<file path="src/rtl/rstcause_pkg.sv">
package rstcause_pkg;

    // Stored flags; bit order of this struct is only internal.
    typedef struct packed {
        logic por;   // power-on flag, 0 = power-on happened
        logic bor;   // brown-out flag, 0 = brown-out happened
        logic to;    // time-out flag, 0 = watchdog fired
        logic pd;    // power-down flag, 0 = sleep was entered
    } flags_t;

    // Event strobes gathered into one vector.
    typedef struct packed {
        logic bor;
        logic wdt_rst;
        logic wdt_wake;
        logic ext_sleep;
        logic ext_run;
        logic sleep;
        logic wdt_clr;
    } events_t;

    // Winning event of a cycle.
    typedef enum logic [2:0] {
        CAUSE_NONE      = 3'd0,
        CAUSE_BOR       = 3'd1,
        CAUSE_WDT_RST   = 3'd2,
        CAUSE_WDT_WAKE  = 3'd3,
        CAUSE_EXT_SLEEP = 3'd4,
        CAUSE_EXT_RUN   = 3'd5,
        CAUSE_SLEEP     = 3'd6,
        CAUSE_WDT_CLR   = 3'd7
    } cause_e;

    localparam flags_t FLAGS_POWER_ON = '{por: 1'b0, bor: 1'b1, to: 1'b1, pd: 1'b1};

    // Register addresses
    localparam int unsigned ADDR_RSTFLAGS = 0;
    localparam int unsigned ADDR_PWRSTATE = 1;

    // Bit positions inside each readable register
    localparam int unsigned BIT_LO = 0;
    localparam int unsigned BIT_HI = 1;

    // Per-event flag update; everything not named is held.
    function automatic flags_t apply_cause(input flags_t cur, input cause_e c);
        flags_t n;
        n = cur;
        unique case (c)
            CAUSE_BOR:       begin n.bor = 1'b0; n.to = 1'b1; n.pd = 1'b1; end
            CAUSE_WDT_RST:   begin n.to = 1'b0; end
            CAUSE_WDT_WAKE:  begin n.to = 1'b0; n.pd = 1'b0; end
            CAUSE_EXT_SLEEP: begin n.to = 1'b1; n.pd = 1'b0; end
            CAUSE_EXT_RUN:   begin end
            CAUSE_SLEEP:     begin n.to = 1'b1; n.pd = 1'b0; end
            CAUSE_WDT_CLR:   begin n.to = 1'b1; n.pd = 1'b1; end
            default:         begin end
        endcase
        return n;
    endfunction

endpackage

</file>
<file path="src/rtl/rstcause_prio.sv">
module rstcause_prio
    import rstcause_pkg::*;
(
    input  events_t ev,
    output cause_e  cause
);
    // Fixed priority, highest first.
    always_comb begin
        if (ev.bor)            cause = CAUSE_BOR;
        else if (ev.wdt_rst)   cause = CAUSE_WDT_RST;
        else if (ev.wdt_wake)  cause = CAUSE_WDT_WAKE;
        else if (ev.ext_sleep) cause = CAUSE_EXT_SLEEP;
        else if (ev.ext_run)   cause = CAUSE_EXT_RUN;
        else if (ev.sleep)     cause = CAUSE_SLEEP;
        else if (ev.wdt_clr)   cause = CAUSE_WDT_CLR;
        else                   cause = CAUSE_NONE;
    end
endmodule

</file>
<file path="src/rtl/rstcause_core.sv">
module rstcause_core
    import rstcause_pkg::*;
#(
    parameter int unsigned DATA_W = 8,
    parameter int unsigned ADDR_W = 1,
    parameter bit          BOR_EN = 1'b1
) (
    input  logic              clk,
    input  logic              rst,
    input  cause_e            cause,
    input  logic              wr,
    input  logic [ADDR_W-1:0] addr,
    input  logic [DATA_W-1:0] wdata,
    output flags_t            flags
);
    flags_t flags_q;
    flags_t nxt_raw;
    flags_t nxt;
    logic   sw_write;

    // Software only wins in a cycle with no hardware event at all.
    assign sw_write = wr && (addr == ADDR_W'(ADDR_RSTFLAGS)) && (cause == CAUSE_NONE);

    always_comb begin
        nxt_raw = apply_cause(flags_q, cause);
        if (sw_write) begin
            nxt_raw.por = wdata[BIT_HI];
            nxt_raw.bor = wdata[BIT_LO];
        end
    end

    generate
        if (BOR_EN) begin : g_bor_live
            assign nxt = nxt_raw;
        end else begin : g_bor_absent
            always_comb begin
                nxt     = nxt_raw;
                nxt.bor = 1'b1;
            end
        end
    endgenerate

    always_ff @(posedge clk) begin
        if (rst) flags_q <= FLAGS_POWER_ON;
        else     flags_q <= nxt;
    end

    assign flags = flags_q;
endmodule

</file>
<file path="src/rtl/rstcause_rdmux.sv">
module rstcause_rdmux
    import rstcause_pkg::*;
#(
    parameter int unsigned DATA_W = 8,
    parameter int unsigned ADDR_W = 1
) (
    input  flags_t            flags,
    input  logic [ADDR_W-1:0] addr,
    output logic [DATA_W-1:0] rdata
);
    always_comb begin
        rdata = '0;
        if (addr == ADDR_W'(ADDR_RSTFLAGS)) begin
            rdata[BIT_HI] = flags.por;
            rdata[BIT_LO] = flags.bor;
        end else if (addr == ADDR_W'(ADDR_PWRSTATE)) begin
            rdata[BIT_HI] = flags.to;
            rdata[BIT_LO] = flags.pd;
        end
    end
endmodule

</file>
<file path="src/rtl/rstcause_status.sv">
module rstcause_status
    import rstcause_pkg::*;
#(
    parameter int unsigned DATA_W = 8,
    parameter int unsigned ADDR_W = 1,
    parameter bit          BOR_EN = 1'b1
) (
    input  logic              clk,
    input  logic              rst,
    input  logic              ev_bor,
    input  logic              ev_wdt_rst,
    input  logic              ev_wdt_wake,
    input  logic              ev_ext_sleep,
    input  logic              ev_ext_run,
    input  logic              ev_sleep,
    input  logic              ev_wdt_clr,
    input  logic              bus_wr,
    input  logic [ADDR_W-1:0] bus_addr,
    input  logic [DATA_W-1:0] bus_wdata,
    output logic [DATA_W-1:0] bus_rdata
);
    events_t ev;
    cause_e  cause;
    flags_t  flags_q;

    assign ev = '{bor: ev_bor, wdt_rst: ev_wdt_rst, wdt_wake: ev_wdt_wake,
                  ext_sleep: ev_ext_sleep, ext_run: ev_ext_run,
                  sleep: ev_sleep, wdt_clr: ev_wdt_clr};

    rstcause_prio u_prio (
        .ev    (ev),
        .cause (cause)
    );

    rstcause_core #(.DATA_W(DATA_W), .ADDR_W(ADDR_W), .BOR_EN(BOR_EN)) u_core (
        .clk   (clk),
        .rst   (rst),
        .cause (cause),
        .wr    (bus_wr),
        .addr  (bus_addr),
        .wdata (bus_wdata),
        .flags (flags_q)
    );

    rstcause_rdmux #(.DATA_W(DATA_W), .ADDR_W(ADDR_W)) u_rdmux (
        .flags (flags_q),
        .addr  (bus_addr),
        .rdata (bus_rdata)
    );
endmodule

</file>
<file path="config.mk">
export PLATFORM = sky130hd
export DESIGN_NAME = rstcause_status
export DESIGN_NICKNAME = d
export VERILOG_FILES = /design/src/rtl/rstcause_pkg.sv /design/src/rtl/rstcause_prio.sv /design/src/rtl/rstcause_core.sv /design/src/rtl/rstcause_rdmux.sv /design/src/rtl/rstcause_status.sv
export SDC_FILE = /design/constraint.sdc
export NUM_CORES = 1
export LEC_CHECK = 0
export ABC_AREA = 1
export BUFFER_PORTS_ARGS = -buffer_cell sky130_fd_sc_hd__buf_4
export CAP_MARGIN = 20
export CORE_AREA = 2 2 39 41
export DETAILED_ROUTE_END_ITERATION = 10
export DIE_AREA = 0 0 41 43
export GPL_ROUTABILITY_DRIVEN = 0
export PLACE_DENSITY = 0.64
export SYNTH_ARGS = -nofsm -noshare
export SYNTH_HDL_FRONTEND = slang
export SYNTH_SLANG_ARGS = --single-unit
</file>
<file path="constraint.sdc">
create_clock -name clk -period 1.1 [get_ports clk]
set_input_delay 0.11 -clock clk [delete_from_list [all_inputs] [get_ports clk]]
set_output_delay 0.11 -clock clk [all_outputs]
set_load 0.05 [all_outputs]
</file>
==> results.md, run 1 <==
* Yosys cell types at 17
* Root Driver: clkbuf_4
* Design Power at 546.7 uW
* Remaining DRCs at 0
* Ys async rst share at 0%
* Worst Reg-to-Reg Cells at 2
* Setup Skew at 0 ns
* Final worst path period need at 1.081 ns
* Commonest cells in the netlist: nand2_1 (13), inv_1 (10), nor2_1 (8)
* Vias/cell at 3.842
* Critical-path top delay cell: dfxtp_2
* Grt peak-use layer: met2
* Floorplan core area at 1384 sq um
* Number of synthesized flops with an enable pin at 0
* Die area at 1763 sq um
* Instance count on the critical path at 2
* CTS max path bufs at 2
* Dominant cell type by area after synthesis: dfxtp_1
* CTS buffer count at 3
* Reg2Reg Capture Point: u_core.flags[0]$_SDFFE_PP1P_
* DIE HEIGHT at 43 um
* Category of the most critical setup path: flip-flop to output port
* Synth Flop Type: dfxtp_1
* H-tree levels at 1
* Met2 usage at 16.56%
* DR pass1 iterations at 2
* Ant diodes at 0
* Global-route wire length before repair at 1324 um
* Yosys reg bits at 4
* P_leak at 0.0002880 uW
* Post-DP HPWL at 607 um
* Total wire length at 749 um
* HP Class: input port to flip-flop
* Vias in the first global route at 340
* Sequential-to-total area share from yosys stat at 21.26%
* Final instance area at 526.8 sq um
* Worst Path Arrival at 0.97 ns
* CP Cell Sequence: mux2_4, buf_8
* Vias at 365
* Final Hold Fails at 0
* Clock transition at path regs at 0.03 ns
* Largest net degree at the start of global routing at 6
* # setup viols final at 0
* Met1 usage at 13.50%
* Clock sink count at 4
* PwrDens at 1038 nW/um^2
* Yosys warning total at 0
* Hold_buf cts at 0
* Max reg flops at 4
* Synth top area share at 21.26%
* Fin crit share at 98.25%
* Worst Setup End Kind: output port
* Synthesized area per cell at 6.074 sq um
* Antenna-violating nets left at 0
* Worst setup SP type: flip-flop
* Max-slew violation count at 0
* WP buf/inv at 1
* Count leader, synth: nand2_1
* Cell count after synthesis at 62
* RSZ-0062 raised after global routing: true
* Fraction of layout cells with a size suffix above 1 at 41.77%
* Fin nets at 100
* Clock latency on the worst-skew pair at 0.23 ns
* Worst path required time at 0.99 ns
* Antenna violations before repair at 0
* Area post-placement at 479.2 sq um
* Max IR drop VDD at 0.5678 mV
* I/O Pins at 27
* Max_cap viols at 0
* Flop2flop setup slack at 0.42 ns
* Total gr overflow at 0
* Crit path max-delay family: flip-flops
* Worst setup path start: u_core.flags[2]$_SDFFE_PP1P_
* Synth-to-Final Area Change at 39.87%
* R2r startpoint: u_core.flags[0]$_SDFFE_PP1P_
* Slowest stage delay, CP at 0.31 ns
* GR Util met3 at 6.283%
* Port bufs at 14
* CP Capture Point: bus_rdata[0]
* Outcome: finished, final reports clean
* Crit Path Max Fanout at 2
* Initial Utilization at 27.22%
* Top cells by area, synth: dfxtp_1 (21%), nand2_1 (13%), buf_4 (12%), inv_1 (10%), nand2_2 (8.3%)
* GRT Total Usage at 11.35%
* FP Rows at 14
* TritonCTS clock tree: done
* Synthesized area at 376.6 sq um
* Peak Freq at 925.3 MHz
* DR WL/cell at 7.884 um
* Initial DRC count at 3
* Die extent in x at 41 um
## worst min-delay path: cells and delay by family
kind	cells	cell delay, ns
and+or+nand+nor	1	0.04
AOI/OAI and AO/OA	1	0.03
buffers and inverters	1	0.09
## worst min path at each step
stage                             from  slack [ns]  cells past startpoint                      endpoint
after floorplan                    rst        0.20                      2  u_core.flags[2]$_SDFFE_PP1P_
after global placement    bus_wdata[0]        0.31                      3  u_core.flags[2]$_SDFFE_PP1P_
after detailed placement  bus_wdata[0]        0.32                      3  u_core.flags[2]$_SDFFE_PP1P_
after CTS                 bus_wdata[0]        0.07                      3  u_core.flags[2]$_SDFFE_PP1P_
after global routing      bus_wdata[0]        0.09                      3  u_core.flags[2]$_SDFFE_PP1P_
final                              rst        0.08                      3  u_core.flags[2]$_SDFFE_PP1P_
## per-layer routing
layer  part of all wire, %  vias to the layer above
met5                     0                        -
met3                    11                        0
met1                    40                      140
li1                      -                      209
met2                    49                       16
met4                     0                        0
## final cells by class
type,instances,area (sq um)
Fill cell,158,857.1
Tap cell,16,20.02
Timing Repair Buffer,15,123.9
Inverter,11,41.29
Sequential cell,4,82.58
Multi-Input combinational cell,46,236.5
Clock buffer,3,22.52
## where the power goes
part | leakage, uW | internal, uW | switching (uW)
clock network | 0.0000138 | 122 | 60.7
registers | 0.0000326 | 155 | 3.95
logic | 0.000242 | 75.9 | 129
total | 0.000288 | 353 | 194
## per-stage QoR
stage	setup TNS [ns]	setup slack, ns	utilization, %	hold WS [ns]	std cells
after floorplan	0	0.2072	-	0.1984	67
after global placement	0	0.09488	34.63	0.3130	91
after detailed placement	0	0.08465	34.63	0.3171	91
after CTS	0	0.01292	36.53	0.07122	94
after global routing	-0.009468	-0.009468	38.07	0.08507	95
final	0	0.01926	38.07	0.07578	95
## placed cells by master, fill, tap and decap left out, drive strengths merged
cell type / Yosys / layout
inv: 11 / 11
conb: 1 / 6
a21oi: 2 / 2
o21ai: 2 / 2
dfxtp: 4 / 4
buf: 6 / 15
nor2: 11 / 11
nand3: 5 / 5
mux2: 1 / 1
nand2: 18 / 18
clkbuf: 0 / 3
o211ai: 1 / 1
## repair_timing
action,CTS,global route
setup buffers,0,1
pin swaps,0,0
resized for setup,1,5
endpoints found under the setup margin,1,2
hold endpoints to repair,0,0
## kinds of logic after synthesis
logic type      after synthesis  synth area share [%]
simple gates                 34                 43.52
flops                         4                 21.26
other cells                   1                0.9957
buf+inv                      17                 22.92
compound gates                5                 8.306
mux                           1                 2.990
No activity file was read; power rests on OpenSTA's default activity.
==> run 2: changes to the inputs <==
==> constraint.sdc (replaced) <==
create_clock -name clk -period 1.3 [get_ports clk]
set_input_delay 0.13 -clock clk [delete_from_list [all_inputs] [get_ports clk]]
set_output_delay 0.13 -clock clk [all_outputs]
set_load 0.05 [all_outputs]
==> results.md, run 2 (same netlist as run 1, synthesis figures left out) <==
* I/O Pins at 27
* HP Class: input port to flip-flop
* Final Hold Fails at 0
* Vias/cell at 3.979
* Fin crit share at 86.90%
* Setup TNS at 0 ns
* Worst Path Arrival at 1.00 ns
* Crit Path Max Fanout at 3
* Synth-to-Final Area Change at 32.23%
* Final worst path period need at 1.130 ns
* Root Driver: clkbuf_4
* Hold_ws at 0.09797 ns
* Global-route wire length before repair at 1159 um
* Max IR drop VDD at 0.4721 mV
* Worst Setup End Kind: output port
* DIE HEIGHT at 43 um
* Antenna-violating nets left at 0
* P_leak at 0.0002734 uW
* TritonCTS clock tree: done
* Fin nets at 99
* Core Util, Final at 35.99%
* Max-slew violation count at 0
* GRT Total Usage at 9.749%
* Peak Freq at 885.2 MHz
* Initial DRC count at 2
* Pre-CTS setup slack at 0.2654 ns
* Vias in the first global route at 329
* CTS buffer count at 3
* DR WL/cell at 7.213 um
* Clock sink count at 4
* Worst path required time at 1.17 ns
* Final WS setup at 0.1704 ns
* PwrDens at 896.3 nW/um^2
* Max reg flops at 4
* Die extent in x at 41 um
* Total gr overflow at 0
* Worst setup SP type: flip-flop
* Flop2flop setup slack at 0.62 ns
* Post_cts resized at 0
* Most frequent cells in the layout: buf_4 (14), nand2_1 (13), inv_1 (10), nor2_1 (8), conb_1 (6)
* Floorplan core area at 1384 sq um
* H-tree levels at 1
* Port bufs at 14
* Initial Utilization at 27.22%
* Largest net degree at the start of global routing at 6
* Die area at 1763 sq um
* Post-DP HPWL at 585.1 um
* Max_cap viols at 0
* RSZ-0062 raised after global routing: false
* Fin cells at 94
* Setup Skew at 0 ns
* Clock transition at path regs at 0.03 ns
* DR pass1 iterations at 4
* Antenna violations before repair at 0
* Commonest non-fill, non-tap cell in the layout: buf_4
* Fraction of layout cells with a size suffix above 1 at 37.18%
* Total wire length at 678 um
* Ant diodes at 0
* # setup viols final at 0
* FP Rows at 14
* Post-CTS Setup Inserts at 0
* Outcome: finished, final reports clean
* Category of the most critical setup path: flip-flop to output port
* Clock latency on the worst-skew pair at 0.23 ns
* Remaining DRCs at 0
* Vias at 374
* Cell count after placement at 91
* CTS max path bufs at 2
* Hold_buf cts at 0
[run 2: where the power goes]
group          internal, uW  switching, uW  leakage, uW  total [uW]
Combinational          53.7            105     0.000227         159
Sequential              130           3.31    0.0000331         134
Clock                   103           50.6    0.0000138         154
Total                   287            159     0.000273         446
[run 2: routing by layer]
layer  global-route usage, %  vias to the layer above  wire, um
li1                        -                      209         -
met1                   11.29                      151       288
met2                   13.75                       14       333
met3                   6.283                        0        56
met4                   4.000                        0         0
met5                       0                        -         0
[run 2: path summary, 6_finish.rpt]
check | startpoint | endpoint | depth (start not counted)
max | u_core.flags[0]$_SDFFE_PP1P_ | bus_rdata[0] | 2
min | bus_wdata[0] | u_core.flags[2]$_SDFFE_PP1P_ | 3
min reg2reg | u_core.flags[2]$_SDFFE_PP1P_ | u_core.flags[2]$_SDFFE_PP1P_ | 2
max reg2reg | u_core.flags[0]$_SDFFE_PP1P_ | u_core.flags[0]$_SDFFE_PP1P_ | 2
[run 2: stage by stage]
step / cell area, sq um / power, uW
5_1_grt: 498.0 / 476.3
6_report: 498.0 / 446.3
3_5_place_dp: 475.5 / 295.0
2_1_floorplan: 395.4 / 257.9
4_1_cts: 498.0 / 452.7
3_3_place_gp: 475.5 / 293.6
[run 2: area by class of cell]
cell class,instances,area [sq um]
clock buffer,3,22.52
timing repair buffer,14,105.1
inverter,11,41.29
multi-input combinational,46,229.0
sequential,4,80.08
fill,153,885.9
tap,16,20.02
[run 2: critical path: stages, from the launching register on]
cell     delay, ns
dfxtp_1       0.31
mux2_2        0.27
buf_4         0.19
